## src/rtl/ir_rx_pkg.sv

```systemverilog
package ir_rx_pkg;

  localparam int REG_DW = 32;

  // word addresses of the register file
  localparam logic [1:0] ADR_DATA  = 2'd0;
  localparam logic [1:0] ADR_INTEN = 2'd1;
  localparam logic [1:0] ADR_STAT  = 2'd2;

  // flag positions, shared by the enable and status words
  localparam int BIT_OVF   = 0;
  localparam int BIT_PEND  = 1;
  localparam int BIT_AVAIL = 4;
  // lowest bit of the level field and of the count field
  localparam int FIELD_LSB = 8;

  typedef struct packed {
    logic avail;
    logic pend;
    logic ovf;
  } ir_flags_t;

endpackage

```

## src/rtl/ir_rx_store.sv

```systemverilog
module ir_rx_store #(
  parameter int DEPTH = 16,
  parameter int DW    = 8,
  localparam int PW   = $clog2(DEPTH),
  localparam int CW   = PW + 1
) (
  input  logic          clk,
  input  logic          rst,
  input  logic          push,
  input  logic [DW-1:0] push_data,
  input  logic          pop_req,
  output logic [CW-1:0] fill,
  output logic [DW-1:0] pop_data,
  output logic          drop
);

  logic [DW-1:0] mem [DEPTH];
  logic [PW-1:0] wptr, rptr;
  logic [CW-1:0] cnt;
  logic [DW-1:0] rd_q;
  logic          full, empty, do_push, do_pop;

  function automatic logic [PW-1:0] bump(input logic [PW-1:0] p);
    if (p == PW'(DEPTH - 1)) return '0;
    return p + 1'b1;
  endfunction

  assign full    = (cnt == CW'(DEPTH));
  assign empty   = (cnt == '0);
  assign do_pop  = pop_req & ~empty;
  assign do_push = push & (~full | do_pop);
  assign drop    = push & full & ~do_pop;

  // storage array without reset so it maps onto block RAM
  always_ff @(posedge clk) begin
    if (do_push) mem[wptr] <= push_data;
  end

  // synchronous read port; an empty read yields zero
  always_ff @(posedge clk) begin
    if (rst)          rd_q <= '0;
    else if (pop_req) rd_q <= empty ? '0 : mem[rptr];
  end

  always_ff @(posedge clk) begin
    if (rst) begin
      wptr <= '0;
      rptr <= '0;
      cnt  <= '0;
    end else begin
      if (do_push) wptr <= bump(wptr);
      if (do_pop)  rptr <= bump(rptr);
      case ({do_push, do_pop})
        2'b10:   cnt <= cnt + 1'b1;
        2'b01:   cnt <= cnt - 1'b1;
        default: cnt <= cnt;
      endcase
    end
  end

  assign fill     = cnt;
  assign pop_data = rd_q;

  a_r3_fill_bound: assert property (@(posedge clk) disable iff (rst)
    cnt <= CW'(DEPTH));
  a_r4_drop_keeps_full: assert property (@(posedge clk) disable iff (rst)
    drop |=> (cnt == CW'(DEPTH)));
  a_r5_empty_read_zero: assert property (@(posedge clk) disable iff (rst)
    (pop_req && empty && !push) |=> (rd_q == '0 && cnt == '0));
  a_r11_full_swap: assert property (@(posedge clk) disable iff (rst)
    (push && pop_req && full) |=> (cnt == CW'(DEPTH)));

endmodule

```

## src/rtl/ir_rx_flags.sv

```systemverilog
module ir_rx_flags
  import ir_rx_pkg::*;
#(
  parameter int CW = 5
) (
  input  logic          clk,
  input  logic          rst,
  input  logic          drop,
  input  logic          pkt_end,
  input  logic [CW-1:0] fill,
  input  logic [CW-1:0] level,
  input  ir_flags_t     clr,
  input  ir_flags_t     en,
  output ir_flags_t     flags,
  output logic          irq
);

  ir_flags_t pend_q;
  logic      above;

  assign above = (fill > level);

  // a set event in the same cycle as a clear wins
  always_ff @(posedge clk) begin
    if (rst) begin
      pend_q <= '0;
    end else begin
      pend_q.ovf   <= drop    | (pend_q.ovf   & ~clr.ovf);
      pend_q.pend  <= pkt_end | (pend_q.pend  & ~clr.pend);
      pend_q.avail <= above   | (pend_q.avail & ~clr.avail);
    end
  end

  assign flags = pend_q;
  assign irq   = (pend_q.ovf & en.ovf) | (pend_q.pend & en.pend) |
                 (pend_q.avail & en.avail);

  a_r4_ovf_set: assert property (@(posedge clk) disable iff (rst)
    drop |=> pend_q.ovf);
  a_r6_pend_set: assert property (@(posedge clk) disable iff (rst)
    pkt_end |=> pend_q.pend);
  a_r7_avail_set: assert property (@(posedge clk) disable iff (rst)
    above |=> pend_q.avail);
  a_r8_ovf_clear: assert property (@(posedge clk) disable iff (rst)
    (clr.ovf && !drop) |=> !pend_q.ovf);
  a_r9_quiet_no_irq: assert property (@(posedge clk) disable iff (rst)
    (pend_q == '0) |-> !irq);

endmodule

```

## src/rtl/ir_rx_regs.sv

```systemverilog
module ir_rx_regs
  import ir_rx_pkg::*;
#(
  parameter int CW = 5,
  parameter int DW = 8
) (
  input  logic              clk,
  input  logic              rst,
  input  logic              reg_wr,
  input  logic              reg_rd,
  input  logic [1:0]        reg_addr,
  input  logic [REG_DW-1:0] reg_wdata,
  input  logic [CW-1:0]     fill,
  input  ir_flags_t         flags,
  input  logic [DW-1:0]     pop_data,
  output logic              pop_req,
  output ir_flags_t         clr,
  output ir_flags_t         en,
  output logic [CW-1:0]     level,
  output logic [REG_DW-1:0] reg_rdata
);

  logic [REG_DW-1:0] stat_word, inten_word, hold_q;
  logic [1:0]        rsel_q;
  logic              wr_inten, wr_stat;
  logic              unused_wdata;

  assign wr_inten = reg_wr && (reg_addr == ADR_INTEN);
  assign wr_stat  = reg_wr && (reg_addr == ADR_STAT);
  assign pop_req  = reg_rd && (reg_addr == ADR_DATA);

  assign clr.ovf   = wr_stat & reg_wdata[BIT_OVF];
  assign clr.pend  = wr_stat & reg_wdata[BIT_PEND];
  assign clr.avail = wr_stat & reg_wdata[BIT_AVAIL];

  assign unused_wdata = ^{reg_wdata[REG_DW-1:FIELD_LSB+CW], reg_wdata[7:5],
                          reg_wdata[3:2]};

  always_ff @(posedge clk) begin
    if (rst) begin
      en    <= '0;
      level <= '0;
    end else if (wr_inten) begin
      en.ovf   <= reg_wdata[BIT_OVF];
      en.pend  <= reg_wdata[BIT_PEND];
      en.avail <= reg_wdata[BIT_AVAIL];
      level    <= reg_wdata[FIELD_LSB +: CW];
    end
  end

  always_comb begin
    stat_word                   = '0;
    stat_word[BIT_OVF]          = flags.ovf;
    stat_word[BIT_PEND]         = flags.pend;
    stat_word[BIT_AVAIL]        = flags.avail;
    stat_word[FIELD_LSB +: CW]  = fill;
    inten_word                  = '0;
    inten_word[BIT_OVF]         = en.ovf;
    inten_word[BIT_PEND]        = en.pend;
    inten_word[BIT_AVAIL]       = en.avail;
    inten_word[FIELD_LSB +: CW] = level;
  end

  // snapshot of the addressed word; the data byte lives in the store's read register
  always_ff @(posedge clk) begin
    if (rst) begin
      rsel_q <= ADR_DATA;
      hold_q <= '0;
    end else if (reg_rd) begin
      rsel_q <= reg_addr;
      case (reg_addr)
        ADR_STAT:  hold_q <= stat_word;
        ADR_INTEN: hold_q <= inten_word;
        default:   hold_q <= '0;
      endcase
    end
  end

  assign reg_rdata = (rsel_q == ADR_DATA) ? REG_DW'(pop_data) : hold_q;

  a_r10_level_written: assert property (@(posedge clk) disable iff (rst)
    wr_inten |=> (level == $past(reg_wdata[FIELD_LSB +: CW])));
  a_r2_data_upper_zero: assert property (@(posedge clk) disable iff (rst)
    (rsel_q == ADR_DATA) |-> (reg_rdata[REG_DW-1:DW] == '0));

endmodule

```

## src/rtl/ir_rx_fifo_regs.sv

```systemverilog
module ir_rx_fifo_regs
  import ir_rx_pkg::*;
#(
  parameter int DEPTH = 16,
  parameter int DW    = 8
) (
  input  logic              clk,
  input  logic              rst,
  input  logic              smp_valid,
  input  logic [DW-1:0]     smp_byte,
  input  logic              smp_pkt_end,
  input  logic              reg_wr,
  input  logic              reg_rd,
  input  logic [1:0]        reg_addr,
  input  logic [REG_DW-1:0] reg_wdata,
  output logic [REG_DW-1:0] reg_rdata,
  output logic              irq
);

  localparam int CW = $clog2(DEPTH) + 1;

  logic [CW-1:0] fill, level;
  logic [DW-1:0] pop_data;
  logic          drop, pop_req;
  ir_flags_t     flags, clr, en;

  ir_rx_store #(.DEPTH(DEPTH), .DW(DW)) u_store (
    .clk       (clk),
    .rst       (rst),
    .push      (smp_valid),
    .push_data (smp_byte),
    .pop_req   (pop_req),
    .fill      (fill),
    .pop_data  (pop_data),
    .drop      (drop)
  );

  ir_rx_flags #(.CW(CW)) u_flags (
    .clk     (clk),
    .rst     (rst),
    .drop    (drop),
    .pkt_end (smp_pkt_end),
    .fill    (fill),
    .level   (level),
    .clr     (clr),
    .en      (en),
    .flags   (flags),
    .irq     (irq)
  );

  ir_rx_regs #(.CW(CW), .DW(DW)) u_regs (
    .clk       (clk),
    .rst       (rst),
    .reg_wr    (reg_wr),
    .reg_rd    (reg_rd),
    .reg_addr  (reg_addr),
    .reg_wdata (reg_wdata),
    .fill      (fill),
    .flags     (flags),
    .pop_data  (pop_data),
    .pop_req   (pop_req),
    .clr       (clr),
    .en        (en),
    .level     (level),
    .reg_rdata (reg_rdata)
  );

endmodule

```

## config.mk

```make
export PLATFORM = sky130hd
export DESIGN_NAME = ir_rx_fifo_regs
export DESIGN_NICKNAME = d
export VERILOG_FILES = /design/src/rtl/ir_rx_pkg.sv /design/src/rtl/ir_rx_store.sv /design/src/rtl/ir_rx_flags.sv /design/src/rtl/ir_rx_regs.sv /design/src/rtl/ir_rx_fifo_regs.sv
export SDC_FILE = /design/constraint.sdc
export NUM_CORES = 1
export LEC_CHECK = 0
export ABC_CLOCK_PERIOD_IN_PS = 3300
export BUFFER_PORTS_ARGS = -buffer_cell sky130_fd_sc_hd__buf_2
export CORE_MARGIN = 1.5
export CORE_UTILIZATION = 55
export CTS_CLUSTER_SIZE = 10
export DETAILED_ROUTE_END_ITERATION = 12
export PLACE_DENSITY = 0.88
export SYNTH_ARGS = -nofsm -noshare
export SYNTH_HDL_FRONTEND = slang
export SYNTH_SLANG_ARGS = --single-unit
export TNS_END_PERCENT = 30
```

## constraint.sdc

```tcl
create_clock -name clk -period 3.3 [get_ports clk]
set_input_delay 0.165 -clock clk [delete_from_list [all_inputs] [get_ports clk]]
set_output_delay 0.165 -clock clk [all_outputs]
set_load 0.05 [all_outputs]
```

==> summary.txt, run 1 <==
synthesized cell area -> 7390 um^2
Final ANT Viol Nets -> 0
peak supply drop -> 437 uV
fin crit period -> 2.71 ns
setup violators final -> 0
Buf/Inv on CP -> 0
Worst-Margin Slew -> 0.789 ns
row cnt -> 42
Cell Area, Placed -> 7630 um^2
post-synthesis simple-gate area fraction -> 7.94%
Synth Area per Inst -> 14.6 um^2
largest family of logic cells by synthesized area -> multiplexers
Yosys reg bits -> 174
via/cell ratio -> 5.88
family with the most delay on the worst path -> simple AND/OR/NAND/NOR gates
H-tree Lvls -> 4
slowest stage delay, CP -> 0.57 ns
Post-CTS Setup Bufs -> 0
Worst EP arrival -> 3.02 ns
RSZ-0062 raised after global routing -> false
Initial Util -> 56.0%
Final Slew Violations -> 0
largest net degree at the start of global routing -> 39
Crit Path Category -> reg -> reg
min-delay worst type -> in -> reg
PD cells -> 561 nW/um^2
Post-synth ARST share -> 0%
Worst EP required -> 3.60 ns
Die H -> 119 um
mux cell area share after synthesis -> 12.1%
fin util -> 62.3%
TritonRoute pass-1 iters -> 5
Hold Fails Final Rpt -> 0
Compound-Gate Fraction of Synth Area -> 7.53%
# IOs -> 81
vias in the first global route -> 4327
drt wl/cell -> 20.0 um
DRT Wirelength -> 14700 um
fin crit share -> 82.2%
clk_lat worst skew -> 0.43 ns
post-synthesis sequential area ratio -> 64.5%
CP cell instances -> nor4_4 > a21oi_1 > mux2_2 > ha_1 > nor2_1 > a211oi_1 > o211ai_1 > o211a_1 > mux2_1
antenna violations before repair -> 0
GP Congestion -> 0.909
Die Width -> 119 um
TNS Setup -> 0 ns
Synth Area in XOR/XNOR -> 0.593%
Max Cap Viol -> 0
crit end category -> flop
first-pass GRT wire length -> 22900 um
Adder-Cell Fraction of Synth Area -> 2.54%
# port buffers -> 37
Post-Route Skew -> 0.00767 ns
critical path's slowest cell -> nor4_4
layout cells sized above 1 -> 21.2%
Post-Syn Instances -> 506
ant diodes -> 0
fmax -> 0.368 GHz
flop2flop setup slack -> 0.59 ns
Post-synth top flop -> edfxtp_1
clock-pin transition on the worst setup and hold timing paths -> 0.07 ns
EDFF count, synth -> 128
# DRC -> 0
Fillers -> 924
GRT Util Overall -> 22.0%
CTS buffer count -> 17
Yosys warnings -> 0
total congestion overflow -> 0
Synth-to-Final Area Change -> 11.2%
core outline area -> 13200 um^2
leak pwr -> 2.84 nW
Post-layout nets -> 611
worst-path fanout max -> 9
Unique masters post-synth -> 49
crit start category -> flop
CTS tree -> built
status -> completed
post-route cell area -> 8220 um^2
Clock Tree Root -> clkbuf_16
Slew headroom -> 47.2%
1st-iter DRT viols -> 583
DIE AREA -> 14100 um^2
Vias -> 4333
clk buf depth -> 2
PostCTS Resize Cnt -> 0
HPWL Detailed -> 9570 um
clock sinks -> 174
[flip-flops by register name, indices dropped and copies added, names as in the netlist, named ones only]
name              count
u_store.rptr          4
u_store.mem         128
u_regs.rsel_q         2
u_store.fill          5
u_regs.en             3
u_store.pop_data      8
u_regs.level          5
u_flags.flags         3
u_regs.hold_q         8
u_store.wptr          4
[final timing paths]
kind | startpoint | to | cells past startpoint
worst min register to register | u_store.pop_data[5] | u_store.pop_data[5] | 1
worst max-delay path | u_store.fill[1] | u_store.fill[4] | 9
worst max register to register | u_store.fill[1] | u_store.fill[4] | 9
worst min-delay path | reg_wdata[0] | u_regs.en[0] | 3
[worst reg2reg max path, delay by kind of cell (launching register included)]
kind            cells  cell delay, ns
simple gates        2            0.67
compound gates      4            0.64
mux                 2            0.63
flops               1            0.42
fa+ha+maj           1            0.23
[metrics by stage]
step | setup slack (ns) | std cells | total power, mW | hold WS, ns
2_1_floorplan | 0.894 | 524 | 2.75 | 0.264
4_1_cts | 0.585 | 737 | 4.63 | 0.000736
3_5_place_dp | 0.643 | 700 | 2.84 | 0.376
3_3_place_gp | 0.775 | 700 | 2.81 | 0.372
6_report | 0.586 | 737 | 4.61 | 0.0168
5_1_grt | 0.379 | 737 | 4.75 | 0.0241
[cells by family (layout without fill, tap and decap cells)]
logic type,after synthesis,count (layout)
buffers and inverters,60,97
flip-flops,174,174
multiplexers,49,49
adder cells (fa/ha/maj),15,15
AND/OR/NAND/NOR,121,121
XOR/XNOR,5,5
other,1,19
AO/OA/AOI/OAI,81,81
[synthesized netlist by cell type, types with 12 or more instances]
library cell | number | area (um^2)
a21oi_1 | 38 | 190
a22o_1 | 15 | 131
buf_4 | 21 | 158
clkbuf_1 | 13 | 48.8
dfxtp_1 | 46 | 921
edfxtp_1 | 128 | 3840
ha_1 | 15 | 188
inv_1 | 14 | 52.6
mux2i_1 | 12 | 120
mux4_2 | 32 | 721
nand2_1 | 24 | 90.1
nand3_1 | 13 | 65.1
nor2_1 | 42 | 158
nor2b_1 | 21 | 131
[where the power goes]
group / switching, mW / internal [mW] / total (mW)
logic: 0.233 / 0.135 / 0.368
clock network: 0.835 / 0.978 / 1.81
registers: 0.0446 / 2.39 / 2.43
[timing repair]
item | in CTS | in global routing
hold endpoints to repair | 5 | 0
setup endpoints to repair | 0 | 0
hold buffers | 5 | 0
[placed cells by master (no fill, tap or decap), types with 2 or more instances in the layout]
cell type / Yosys / routed
nand3_1: 13 / 13
dlygate4sd3_1: 0 / 5
inv_1: 14 / 14
mux2_2: 4 / 4
and2_1: 7 / 7
o21ai_0: 3 / 3
nor2b_1: 21 / 21
inv_6: 0 / 6
a21oi_1: 38 / 38
clkinv_4: 0 / 3
dfxtp_1: 46 / 45
xor2_1: 4 / 4
a21o_2: 2 / 2
clkinv_1: 0 / 2
a211oi_2: 3 / 3
edfxtp_1: 128 / 128
conb_1: 1 / 19
nor2_1: 42 / 42
a211oi_1: 7 / 7
a22o_1: 15 / 15
clkbuf_16: 0 / 17
mux2i_1: 12 / 12
a31oi_1: 2 / 2
buf_2: 4 / 37
nand2b_1: 2 / 2
ha_1: 15 / 15
nand2_1: 24 / 24
mux4_2: 32 / 32
nor3_1: 5 / 5
clkbuf_1: 13 / 2
buf_4: 21 / 9
and3_1: 2 / 2
[layout make-up]
class	instances	area (um^2)	area share [%]
sequential	174	4770	58.0
timing repair buffer	51	303	3.68
multi-input combinational	290	2340	28.5
tap	176	220	2.68
clock inverter	13	103	1.25
clock buffer	19	433	5.27
inverter	14	52.6	0.639
[layer usage]
metal	part of all wire [%]	global-route usage, %	vias up	routed length (um)
met5	0	0	-	0
met4	3.6	11.1	0	534
met3	5.6	5.27	44	819
met2	50	36.2	191	7350
met1	41	27.4	2149	6010
li1	-	-	1949	-
Power figures use the tool's default switching activity.
==> inputs of run 2 (changes only) <==
ABC_CLOCK_PERIOD_IN_PS = 2600   (was 3300)
clock period = 2.6 ns   (was 3.3 ns; I/O delays follow)
==> summary.txt, run 2 (synthesized netlist as in run 1, its figures left out) <==
status -> completed
# DRC -> 0 (unchanged)
H-tree Lvls -> 4 (unchanged)
Worst Hold Depth -> 3 (unchanged)
total congestion overflow -> 0 (unchanged)
CTS tree -> built
Vias -> 4296 (-0.85%)
HPWL Detailed -> 9490 um (-0.81%)
peak supply drop -> 667 uV (+52%)
vias in the first global route -> 4253 (-1.7%)
drt wl/cell -> 19.7 um (-1.5%)
Slew headroom -> 51.0% (+3.8 points)
TritonRoute pass-1 iters -> 5 (unchanged)
max reg flops -> 128 (unchanged)
clock-pin transition on the worst setup and hold timing paths -> 0.07 ns (about the same)
PostCTS Resize Cnt -> 0 (unchanged)
most frequent cells in the layout -> edfxtp_1, dfxtp_1, nor2_1
1st-iter DRT viols -> 595 (+2.1%)
setup violators final -> 0 (unchanged)
GRT met2 Usage -> 37.9% (+1.7 points)
layout cells sized above 1 -> 22.6% (+1.4 points)
most common cell after layout, fill and taps aside -> edfxtp_1
crit end category -> flop
TNS Setup -> 0 ns (unchanged)
Final WS setup -> 0.195 ns (-0.391 ns)
Worst EP required -> 2.92 ns (-0.68 ns)
fmax -> 0.416 GHz
clock sinks -> 174 (unchanged)
RSZ-0062 raised after global routing -> false
Post-layout nets -> 630 (+3.1%)
fin crit share -> 92.5%
ant diodes -> 0 (unchanged)
row cnt -> 42 (unchanged)
Final ANT Viol Nets -> 0 (unchanged)
clk buf depth -> 2 (unchanged)
leak pwr -> 2.93 nW (+3.2%)
largest net degree at the start of global routing -> 39 (unchanged)
PD cells -> 697 nW/um^2 (+24%)
DRT Wirelength -> 14900 um (+0.94%)
DIE AREA -> 14100 um^2 (unchanged)
Die H -> 119 um (unchanged)
first-pass GRT wire length -> 22900 um (about the same)
# port buffers -> 37 (unchanged)
met3 Use GR -> 5.60% (+0.34 points)
via/cell ratio -> 5.69 (-3.2%)
Post-Route Skew -> 0.00939 ns (+0.00172 ns)
Hold Fails Final Rpt -> 0 (unchanged)
core outline area -> 13200 um^2 (unchanged)
Worst-Margin Slew -> 0.734 ns (-0.0548 ns)
worst-path fanout max -> 5 (-4)
Post-CTS Setup Bufs -> 0 (unchanged)
Worst EP arrival -> 2.73 ns (-0.29 ns)
Max Cap Viol -> 0 (unchanged)
# IOs -> 81 (unchanged)
gr busiest metal -> met2
Setup WS pre-CTS -> 0.243 ns (-0.400 ns)
Clock Tree Root -> clkbuf_16
Fillers -> 895 (-3.1%)
min-delay worst type -> in -> reg
hold slack -> 0.0392 ns (+0.0224 ns)
post-route insts no fill -> 755 (+2.4%)
met1 Use GR -> 27.6% (+0.16 points)
GP Congestion -> 0.844 (-7.1%)
crit start category -> input port
antenna violations before repair -> 0 (unchanged)
depth of the most critical reg-to-reg path -> 8 (-1)
GRT Util Overall -> 22.2% (+0.20 points)
CTS buffer count -> 17 (unchanged)
Initial Util -> 56.0% (unchanged)
Crit Path Category -> in -> reg
clk_lat worst skew -> 0.43 ns (about the same)
hold buffers post-CTS -> 11 (+6)
Synth-to-Final Area Change -> 13.5%
Final Slew Violations -> 0 (unchanged)
fin crit period -> 2.41 ns
fin util -> 63.6% (+1.3 points)
Die Width -> 119 um (unchanged)
Reg with most FFs -> u_store.mem
Placed Cells -> 713 (+1.9%)
-- run 2: per-stage QoR --
stage | area [um^2] | total power, mW
after CTS | 8390 | 5.87
after floorplan | 7460 | 3.50
after detailed placement | 7760 | 3.61
final | 8390 | 5.84
after global routing | 8390 | 6.03
after global placement | 7760 | 3.58
-- run 2: final cells by class --
class,instances,area (um^2),share of cell area (%)
Clock inverter,12,86.3,1.03
Tap cell,176,220,2.63
Multi-Input combinational cell,290,2340,27.9
Inverter,14,52.6,0.627
Timing Repair Buffer,70,485,5.79
Clock buffer,19,433,5.16
Sequential cell,174,4770,56.8
-- run 2: final timing paths --
| check | end | slack (ns) | startpoint |
|---|---|---|---|
| setup / recovery | u_store.fill[4] | 0.19 | reg_addr[0] |
| hold reg to reg | u_store.pop_data[6] | 0.48 | u_store.pop_data[6] |
| hold / removal | u_flags.flags[0] | 0.04 | smp_valid |
| setup reg to reg | u_store.fill[4] | 0.21 | u_store.fill[1] |
-- run 2: power by group --
part / switching, mW / internal [mW]
clock: 1.05 / 1.22
sequential: 0.0486 / 3.03
combinational: 0.306 / 0.185
total: 1.40 / 4.44
-- run 2: per-layer routing --
layer,vias to the layer above,share of wire (%)
met5,-,0
met4,0,2.0
met3,23,5.7
met2,170,52
met1,2119,41
li1,1984,-
-- run 2: worst max-delay path, cell delays in order --
cell and delay (ns):
dlygate4sd3_1 0.52, buf_2 0.12, inv_1 0.06, ha_1 0.24
nand3b_1 0.20, a21oi_1 0.08, mux2_2 0.27, ha_1 0.24
o31ai_1 0.25, nand2_1 0.11, o211a_1 0.22, mux2_1 0.30
